`src/rtl/lcdcmd_pkg.sv`:
```
package lcdcmd_pkg;

    localparam int WORD_W    = 16;
    localparam int BYTE_W    = 8;
    localparam int OPC_W     = 3;
    localparam int A0_POS    = 8;
    localparam int OPC_LSB   = 9;
    localparam int BOP_W     = 2;
    localparam int PST_OK    = 9;
    localparam int PST_CONT  = 10;
    localparam int ADDR_STOP = 0;
    localparam int ADDR_PST  = 1;
    localparam int ADDR_INT  = 2;

    typedef enum logic [OPC_W-1:0] {
        OPC_READ  = 3'd0,
        OPC_WRITE = 3'd1,
        OPC_FRAME = 3'd2,
        OPC_VSYNC = 3'd3,
        OPC_NOP   = 3'd4,
        OPC_IRQ   = 3'd5,
        OPC_RSV6  = 3'd6,
        OPC_RSV7  = 3'd7
    } opc_e;

    typedef enum logic [BOP_W-1:0] {
        BOP_RD    = 2'd0,
        BOP_WR    = 2'd1,
        BOP_FRAME = 2'd2
    } bop_e;

    typedef enum logic [1:0] {
        ACT_NONE,
        ACT_BUS,
        ACT_VSYNC,
        ACT_IRQ
    } act_e;

    typedef enum logic [1:0] {
        ST_IDLE,
        ST_BUS,
        ST_WCONT,
        ST_WVS
    } st_e;

    typedef struct packed {
        act_e              act;
        bop_e              op;
        logic              a0;
        logic [BYTE_W-1:0] data;
    } dec_t;

    function automatic dec_t decode_word(input logic [WORD_W-1:0] w);
        dec_t d;
        opc_e opc;
        opc    = opc_e'(w[OPC_LSB +: OPC_W]);
        d.act  = ACT_NONE;
        d.op   = BOP_WR;
        d.a0   = w[A0_POS];
        d.data = w[BYTE_W-1:0];
        case (opc)
            OPC_READ:  begin d.act = ACT_BUS; d.op = BOP_RD; end
            OPC_WRITE: begin d.act = ACT_BUS; d.op = BOP_WR; end
            OPC_FRAME: begin
                if (w[A0_POS]) begin
                    d.act = ACT_BUS;
                    d.op  = BOP_FRAME;
                end
            end
            OPC_VSYNC: d.act = ACT_VSYNC;
            OPC_IRQ:   d.act = ACT_IRQ;
            default:   d.act = ACT_NONE;
        endcase
        return d;
    endfunction

endpackage

```
`src/rtl/lcdcmd_decode.sv`:
```
module lcdcmd_decode
    import lcdcmd_pkg::*;
(
    input  logic [WORD_W-1:0] word,
    output dec_t              dec
);
    logic unused_hi;
    assign unused_hi = ^word[WORD_W-1:OPC_LSB+OPC_W];
    assign dec = decode_word(word);
endmodule

```
`src/rtl/lcdcmd_ctrl.sv`:
```
module lcdcmd_ctrl
    import lcdcmd_pkg::*;
(
    input  logic              clk,
    input  logic              rst,
    input  logic              en,
    input  logic              stopped,
    input  logic              cont,
    input  logic              vsync,
    input  logic              cmd_valid,
    input  dec_t              dec,
    output logic              cmd_ready,
    output logic              bus_req,
    output logic [BOP_W-1:0]  bus_op,
    output logic              bus_a0,
    output logic [BYTE_W-1:0] bus_wdata,
    input  logic              bus_ack,
    output logic              cap_valid,
    output logic              cont_clr,
    output logic              irq_set
);
    st_e               st_q;
    bop_e              op_q;
    logic              a0_q;
    logic [BYTE_W-1:0] data_q;
    logic              take;
    logic              rd_done;

    assign cmd_ready = (st_q == ST_IDLE) && en && !stopped;
    assign take      = cmd_valid && cmd_ready;
    assign rd_done   = (st_q == ST_BUS) && bus_ack && (op_q == BOP_RD);
    assign cap_valid = rd_done;
    assign cont_clr  = cont && (rd_done || (st_q == ST_WCONT));
    assign irq_set   = take && (dec.act == ACT_IRQ);

    assign bus_req   = (st_q == ST_BUS);
    assign bus_op    = op_q;
    assign bus_a0    = a0_q;
    assign bus_wdata = data_q;

    always_ff @(posedge clk) begin
        if (rst) begin
            st_q   <= ST_IDLE;
            op_q   <= BOP_RD;
            a0_q   <= 1'b0;
            data_q <= '0;
        end else begin
            case (st_q)
                ST_IDLE: begin
                    if (take) begin
                        case (dec.act)
                            ACT_BUS: begin
                                st_q   <= ST_BUS;
                                op_q   <= dec.op;
                                a0_q   <= dec.a0;
                                data_q <= dec.data;
                            end
                            ACT_VSYNC: st_q <= ST_WVS;
                            default:   st_q <= ST_IDLE;
                        endcase
                    end
                end
                ST_BUS: begin
                    if (bus_ack) begin
                        if (op_q == BOP_RD && !cont) st_q <= ST_WCONT;
                        else                         st_q <= ST_IDLE;
                    end
                end
                ST_WCONT: if (cont || stopped) st_q <= ST_IDLE;
                ST_WVS:   if (vsync || stopped) st_q <= ST_IDLE;
                default:  st_q <= ST_IDLE;
            endcase
        end
    end

    // request held with stable fields until acknowledged
    a_r5_req_hold: assert property (@(posedge clk) disable iff (rst)
        (bus_req && !bus_ack) |=> (bus_req && $stable(bus_op) && $stable(bus_a0) && $stable(bus_wdata)));

    // request dropped after acknowledge
    a_r5_req_release: assert property (@(posedge clk) disable iff (rst)
        (bus_req && bus_ack) |=> !bus_req);

    // a taken bus word raises the request next cycle
    a_r1_take_to_req: assert property (@(posedge clk) disable iff (rst)
        (cmd_valid && cmd_ready && dec.act == ACT_BUS) |=> bus_req);

    // no progress past a read until continue or stop
    a_r7_cont_stall: assert property (@(posedge clk) disable iff (rst)
        (st_q == ST_WCONT && !cont && !stopped) |=> (st_q == ST_WCONT));

    // no progress past a vsync wait until vsync or stop
    a_r8_vsync_stall: assert property (@(posedge clk) disable iff (rst)
        (st_q == ST_WVS && !vsync && !stopped) |=> (st_q == ST_WVS));

    // stop ends any wait state
    a_r11_stop_exits: assert property (@(posedge clk) disable iff (rst)
        (stopped && (st_q == ST_WVS || st_q == ST_WCONT)) |=> (st_q == ST_IDLE));

endmodule

```
`src/rtl/lcdcmd_regs.sv`:
```
module lcdcmd_regs
    import lcdcmd_pkg::*;
#(
    parameter int REG_AW = 2
) (
    input  logic              clk,
    input  logic              rst,
    input  logic              reg_wr,
    input  logic [REG_AW-1:0] reg_addr,
    input  logic [WORD_W-1:0] reg_wdata,
    output logic [WORD_W-1:0] reg_rdata,
    input  logic              cap_valid,
    input  logic [BYTE_W-1:0] cap_byte,
    input  logic              cap_a0,
    input  logic              cont_clr,
    input  logic              irq_set,
    output logic              stopped,
    output logic              cont,
    output logic              irq
);
    logic              stop_q;
    logic              ok_q;
    logic              cont_q;
    logic              a0src_q;
    logic [BYTE_W-1:0] byte_q;
    logic              irq_q;
    logic              wr_stop, wr_pst, wr_int;
    logic              unused_wd;

    assign unused_wd = ^{reg_wdata[WORD_W-1:PST_CONT+1], reg_wdata[PST_OK-1:1]};

    assign wr_stop = reg_wr && (reg_addr == REG_AW'(ADDR_STOP));
    assign wr_pst  = reg_wr && (reg_addr == REG_AW'(ADDR_PST));
    assign wr_int  = reg_wr && (reg_addr == REG_AW'(ADDR_INT));

    always_ff @(posedge clk) begin
        if (rst) begin
            stop_q  <= 1'b0;
            ok_q    <= 1'b0;
            cont_q  <= 1'b0;
            a0src_q <= 1'b0;
            byte_q  <= '0;
            irq_q   <= 1'b0;
        end else begin
            if (wr_stop) stop_q <= reg_wdata[0];
            if (wr_pst) begin
                ok_q   <= reg_wdata[PST_OK];
                cont_q <= reg_wdata[PST_CONT];
            end
            if (cap_valid) begin
                byte_q  <= cap_byte;
                a0src_q <= cap_a0;
                ok_q    <= 1'b1;
            end
            if (cont_clr) cont_q <= 1'b0;
            if (wr_int && reg_wdata[0]) irq_q <= 1'b0;
            if (irq_set) irq_q <= 1'b1;
        end
    end

    always_comb begin
        reg_rdata = '0;
        case (reg_addr)
            REG_AW'(ADDR_STOP): reg_rdata[0] = stop_q;
            REG_AW'(ADDR_PST): begin
                reg_rdata[BYTE_W-1:0] = byte_q;
                reg_rdata[A0_POS]     = a0src_q;
                reg_rdata[PST_OK]     = ok_q;
                reg_rdata[PST_CONT]   = cont_q;
            end
            REG_AW'(ADDR_INT): reg_rdata[0] = irq_q;
            default: reg_rdata = '0;
        endcase
    end

    assign stopped = stop_q;
    assign cont    = cont_q;
    assign irq     = irq_q;

    // interrupt bit holds until a write of 1 clears it
    a_r10_irq_sticky: assert property (@(posedge clk) disable iff (rst)
        (irq_q && !(wr_int && reg_wdata[0])) |=> irq_q);

    // a read acknowledge captures the byte and sets status OK
    a_r6_capture: assert property (@(posedge clk) disable iff (rst)
        cap_valid |=> (ok_q && byte_q == $past(cap_byte) && a0src_q == $past(cap_a0)));

    // continue flag consumed when the sequencer moves on
    a_r7_cont_clear: assert property (@(posedge clk) disable iff (rst)
        (cont_clr && !wr_pst) |=> !cont_q);

endmodule

```
`src/rtl/lcdcmd_seq.sv`:
```
module lcdcmd_seq
    import lcdcmd_pkg::*;
#(
    parameter int REG_AW = 2
) (
    input  logic              clk,
    input  logic              rst,
    input  logic              en,
    input  logic              cmd_valid,
    input  logic [WORD_W-1:0] cmd_word,
    output logic              cmd_ready,
    input  logic              vsync,
    output logic              bus_req,
    output logic [BOP_W-1:0]  bus_op,
    output logic              bus_a0,
    output logic [BYTE_W-1:0] bus_wdata,
    input  logic              bus_ack,
    input  logic [BYTE_W-1:0] bus_rdata,
    input  logic              reg_wr,
    input  logic [REG_AW-1:0] reg_addr,
    input  logic [WORD_W-1:0] reg_wdata,
    output logic [WORD_W-1:0] reg_rdata,
    output logic              irq
);
    dec_t dec;
    logic stopped, cont, cap_valid, cont_clr, irq_set;

    lcdcmd_decode u_dec (
        .word (cmd_word),
        .dec  (dec)
    );

    lcdcmd_ctrl u_ctrl (
        .clk       (clk),
        .rst       (rst),
        .en        (en),
        .stopped   (stopped),
        .cont      (cont),
        .vsync     (vsync),
        .cmd_valid (cmd_valid),
        .dec       (dec),
        .cmd_ready (cmd_ready),
        .bus_req   (bus_req),
        .bus_op    (bus_op),
        .bus_a0    (bus_a0),
        .bus_wdata (bus_wdata),
        .bus_ack   (bus_ack),
        .cap_valid (cap_valid),
        .cont_clr  (cont_clr),
        .irq_set   (irq_set)
    );

    lcdcmd_regs #(.REG_AW(REG_AW)) u_regs (
        .clk       (clk),
        .rst       (rst),
        .reg_wr    (reg_wr),
        .reg_addr  (reg_addr),
        .reg_wdata (reg_wdata),
        .reg_rdata (reg_rdata),
        .cap_valid (cap_valid),
        .cap_byte  (bus_rdata),
        .cap_a0    (bus_a0),
        .cont_clr  (cont_clr),
        .irq_set   (irq_set),
        .stopped   (stopped),
        .cont      (cont),
        .irq       (irq)
    );

endmodule

```
`config.mk`:
```
export PLATFORM = sky130hd
export DESIGN_NAME = lcdcmd_seq
export DESIGN_NICKNAME = d
export VERILOG_FILES = /design/src/rtl/lcdcmd_pkg.sv /design/src/rtl/lcdcmd_decode.sv /design/src/rtl/lcdcmd_ctrl.sv /design/src/rtl/lcdcmd_regs.sv /design/src/rtl/lcdcmd_seq.sv
export SDC_FILE = /design/constraint.sdc
export NUM_CORES = 1
export LEC_CHECK = 0
export BUFFER_PORTS_ARGS = -buffer_cell sky130_fd_sc_hd__buf_2
export CORE_MARGIN = 1
export CORE_UTILIZATION = 43
export DETAILED_ROUTE_END_ITERATION = 8
export PLACE_DENSITY = 0.78
export SLEW_MARGIN = 10
export SYNTH_ARGS = -nofsm -noshare
export SYNTH_HDL_FRONTEND = slang
export SYNTH_SLANG_ARGS = --single-unit
```
`constraint.sdc`:
```
create_clock -name clk -period 1.8 [get_ports clk]
set_input_delay 0.18 -clock clk [delete_from_list [all_inputs] [get_ports clk]]
set_output_delay 0.18 -clock clk [all_outputs]
set_load 0.01 [all_outputs]
```
Word level (Yosys, flattened, before mapping)
Cells that the tools add are included.

Multiplexer cells: 16. Reduce and logical (&&, ||, !) cells: 27. Bitwise logic cells: 0. Equal/unequal tests: 16. Add/subtract/negate cells: 0. Div/mod/pow operators: 0. Multipliers: 0. Magnitude comparators: 0. Shift operators: 0.

Operators with widths (count): 2-bit case mux with 4 select lines (2); 1-bit logical AND (12); 2-bit == test, second input constant (5); 10-bit two-way mux (1); 2-bit two-way mux (5); 2-bit case mux with 2 select lines (2); 2-bit by 1-bit == test with 1-bit output, second input constant (3); 3-bit by 2-bit == test with 1-bit output, second input constant (2); 2-bit zero test (3); 2-bit by 1-bit inequality test with 1-bit output, second input constant (3); 1-bit two-way mux (4); 4-bit AND reduction (1); 2-bit nonzero test (2); 2-bit OR reduction (2); 3-bit by 1-bit == test with 1-bit output, second input constant (1); 3-bit == test, second input constant (1); 3-bit zero test (1); 1-bit logical OR (3); 3-bit two-way mux (1); 1-bit case mux with 3 select lines (1); 3-bit AND reduction (1); 1-bit zero test (2); 2-bit inequality test, second input constant (1).

Output and inout port bits: 30. Bits in registers: 26. Memories kept: 0. Input port bits: 49. Bits in latches: 0. Bits in writable memories: 0. ROM bits: 0. Logic and storage cells: 69.

Longest topological paths before layout
Depth in word-level cells: 7. Mapped depth: 8. Depth with buffers taken out: 7.

Cells and area by module
Synthesis repeated with hierarchy kept, for this count alone.

Cell total of the unflattened synthesis: 161. Area total of the unflattened synthesis: 1520.2 um2.

Modules (own cells, without submodules): lcdcmd_ctrl (instances 1, cells each 77, area an instance 775.7 um2, seq. area each 260.2 um2); lcdcmd_regs (instances 1, cells each 66, area an instance 624.3 um2, seq. area each 260.2 um2); lcdcmd_decode (instances 1, cells each 18, area an instance 120.1 um2, seq. area each 0.0 um2).

Worst setup path after synthesis
OpenSTA, ideal clock, no wires.

Path type: in2reg. Start point: input port cmd_word[11]. End point: register u_ctrl.a0_q (netlist: u_ctrl.bus_a0). Arrival time: 1.278 ns. Slack: 0.406 ns. Buffers on the path: 1. Setup time: 0.116 ns. Required time: 1.684 ns. Cell stages on the path: 7. Cell sequence: nor2b_1 o21ai_0 ha_1 and2_1 clkbuf_1 a21oi_1 a31o_2.

Cells in the longest elaborated chain, start to end: 5. Elaborated cells on any way between the ends: 9. Those cells by class: eq/ne (5); mux (1); reduce/logical (3).

RTL lines: from (decl) (RTL line lcdcmd_seq.sv:10) `input logic [WORD_W-1:0] cmd_word,`; 3-bit by 1-bit == test with 1-bit output / 3-bit zero test (equally long branches) (RTL line lcdcmd_pkg.sv:61) `case (opc)`; 2-bit OR reduction (no source line); 2-bit case mux with 4 select lines * (RTL line lcdcmd_pkg.sv:61); 2-bit by 1-bit == test with 1-bit output * (RTL line lcdcmd_ctrl.sv:51) `case (dec.act)`; 3-bit AND reduction (no source line) *; to (signal assigned) (RTL line lcdcmd_ctrl.sv:55) `a0_q <= dec.a0;`; to (decl) (RTL line lcdcmd_ctrl.sv:24) `logic a0_q;`.

Mark *: on every way between the ends. The rest lies on a longest branch, timed or not. A chain may end at the register's enable or synchronous reset.

Final worst setup path
Start point: register u_ctrl.st_q[1]. End point: output port cmd_ready.

Cells in the longest elaborated chain, start to end: 3.

RTL lines: from (decl) (RTL line lcdcmd_ctrl.sv:22) `st_e st_q;`; from (signal assigned) (RTL line lcdcmd_ctrl.sv:43) `st_q <= ST_IDLE;`; from (signal assigned) (RTL line lcdcmd_ctrl.sv:53) `st_q <= ST_BUS;`; from (signal assigned) (RTL line lcdcmd_ctrl.sv:58) `ACT_VSYNC: st_q <= ST_WVS;`; 2-bit zero test (RTL line lcdcmd_ctrl.sv:29) `assign cmd_ready = (st_q == ST_IDLE) && en && !stopped;`; 1-bit logical AND (2 in series) (RTL line lcdcmd_ctrl.sv:29); to (decl) (RTL line lcdcmd_seq.sv:11) `output logic cmd_ready,`.

No other way between the ends.

==> results.yml <==
cells_and_area:
  final_net_count: 269
  n_fill_cell: 317
  final_cells: 261
  mostFrequentLayoutCells: "buf_2 (56), dfxtp_1 (25), a21oi_1 (23)"
  drive_gt1_frac: 0.3272
  final_util: 0.5631
  final_common_cell: "buf_2"
  areaGrowthSynthToFinish_pct: 23.45
  diodes: 0
  final_area_um2: 1719
min_path:
  hp-class: "in2reg"
  hold_start: "cmd_word[6]"
  min_path_cells: 2
  hold_path_end: "u_ctrl.bus_wdata[6]"
yosys:
  synth_cells: 164
  synth_area_leader_cell: "dfxtp_1"
  yosysTopAreaCellShare: 0.3738
  avgSynthCellArea_um2: 8.491
  synth_seq_area_share: 0.3738
  synthDistinctLibCells: 36
  netlist_area_um2: 1393
  yosysWarnings: 0
  synth-seq-cells: 26
  ys_top_cells_by_area: "dfxtp_1 (37%), a21oi_1 (8.3%), and2_1 (5.4%), a31o_1 (5.0%), nand2b_1 (4.5%)"
die:
  die_height_um: 58.91
  row_count: 20
  io_pins: 79
  core_area_um2: 3053
  dieArea_um2: 3470
  fp.dieW_um: 58.91
  start_util: 0.4561
sta:
  period_share: 0.9334
  hold_viol: 0
  maxSlewViolCount: 0
  rsz0062_at_grt: "no"
  period_minus_slack_ps: 1680
  clock_skew_ps: 4.082
  layout_setup_ws_ps: 119.8
  fin_tns_setup_ps: 0
  fmax_mhz: 595.2
  setup_viol: 0
  hold_slack_ps: 73.00
pwr:
  power_density_nw_per_um2: 608.1
  p_leak_nw: 0.7708
  ir_drop_mv: 0.2741
  total_power_mw: 1.045
clocking:
  clockBufferDepth: 2
  post_cts_buffers: 0
  clkLatencyLatePin_ps: 310
  cts_root_buf: "clkbuf_4"
  clock-sinks: 26
  cts_tree: "done"
  htree_levels: 1
  cts.clk_slew.worst_paths_ps: 140
  cts_buffers: 3
global_routing:
  grt_max_degree: 28
  grt_use_total: 0.1902
  grt.overflow.total: 0
  grt_pass1_wl_mm: 5.085
  antenna_found_initial: 0
  grt_pass1_vias: 1201
placed_design:
  dp.cells: 258
  place_area_um2: 1692
  gp_congestion: 0.7614
  dp_slack_ps: 186.6
  dp_hpwl_mm: 2.265
  io_buffers: 56
routing:
  drt_wl_total_mm: 3.033
  vias_per_cell: 5.080
  dr.pass1.iters: 4
  vias: 1326
  drc: 0
  detail-route-antenna-nets: 0
  wl_per_cell_um: 11.62
  drt_iter0_drc: 27
setup_path:
  reg2reg_to: "u_ctrl.bus_op[1]"
  r2r_setup_slack_ps: 220
  reg2reg_from: "u_ctrl.st_q[1]"
  cp.required_ps: 1620
  critPathCaptureType: "primary output"
  crit_path_start_kind: "register"
  cp.arrival_ps: 1500
  path_class: "reg2out"
  path_max_fanout: 13
  rr_worst_depth: 4
job:
  max_cap_viol_count: 0
run_status:
  status: "completed"
## cell families (layout without fill, tap and decap cells)
family                     Yosys count  in the layout  synth area share
adders and majority gates            1              1          0.008983
AOI/OAI and AO/OA                   50             50            0.2174
and+or+nand+nor                     60             60            0.2758
other                                1              5          0.002693
buffers and inverters               21             70           0.08535
muxes                                5              5           0.03594
DFF                                 26             26            0.3738
## Yosys cell counts
| master | n |
|---|---|
| a2111oi_0 | 1 |
| a21boi_0 | 1 |
| a21oi_1 | 23 |
| a221o_1 | 1 |
| a311oi_1 | 1 |
| a31o_1 | 8 |
| a31o_2 | 1 |
| a32oi_1 | 1 |
| and2_1 | 12 |
| and2b_1 | 1 |
| buf_1 | 2 |
| buf_2 | 2 |
| buf_4 | 8 |
| buf_6 | 1 |
| clkbuf_1 | 4 |
| clkinv_1 | 1 |
| conb_1 | 1 |
| dfxtp_1 | 26 |
| ha_1 | 1 |
| inv_1 | 3 |
| mux2i_1 | 5 |
| nand2_1 | 4 |
| nand2b_1 | 10 |
| nand3_1 | 10 |
| nand3b_1 | 3 |
| nand4_1 | 2 |
| nand4b_1 | 2 |
| nor2_1 | 6 |
| nor2b_1 | 4 |
| nor3_2 | 1 |
| nor3b_1 | 2 |
| nor4b_2 | 1 |
| nor4b_4 | 1 |
| o21ai_0 | 4 |
| o21ai_1 | 9 |
| or4b_1 | 1 |
## critical path: stages (launching register included)
cell	delay, ps
dfxtp_2	390
buf_4	160
nor4b_4	300
buf_6	190
buf_2	140
## power by group
part / switching [mW] / internal (mW)
sequential: 0.0123 / 0.593
combinational: 0.108 / 0.0892
clock: 0.165 / 0.0782
total: 0.285 / 0.761
## registers in the layout (all words and copies together) (netlist names)
name	flops
u_regs.ok_q	1
u_ctrl.bus_wdata	8
u_regs.byte_q	8
u_regs.irq	1
u_regs.cont	1
u_ctrl.bus_op	2
u_regs.a0src_q	1
u_ctrl.st_q	2
u_regs.stopped	1
u_ctrl.bus_a0	1
## routing by layer
layer  vias up  track usage  share of wire
met4         0      0.07143         0.0056
met2        56       0.3295           0.45
met1       590       0.2331           0.46
li1        678            -              -
met5         -            0              0
met3         2      0.03516          0.081
## area by class of cell
class | count | area, µm² | share of cell area
multi-input cells | 121 | 768.2 | 0.4469
flip-flops and latches | 26 | 521.8 | 0.3035
repair buffers | 63 | 336.6 | 0.1958
well taps | 44 | 55.05 | 0.03202
clock buffers | 3 | 22.52 | 0.01310
inverters | 4 | 15.01 | 0.008734
## how the worst max path moves through the flow
stage,from,to,slack [ps],cells past startpoint
floorplan,cmd_word[11],u_ctrl.bus_a0,410,7
CTS,u_ctrl.st_q[1],cmd_ready,30,4
detailed placement,cmd_word[9],u_ctrl.bus_a0,190,8
global placement,cmd_word[10],u_ctrl.bus_a0,210,7
global route,u_ctrl.st_q[1],cmd_ready,30,4
finish,u_ctrl.st_q[1],cmd_ready,120,4
## repair_timing
item | 4_1_cts | 5_1_grt
hold buffers | 0 | 0
setup endpoints to repair | 0 | 1
resized for setup | 0 | 2
No activity file was read; power rests on OpenSTA's default activity.
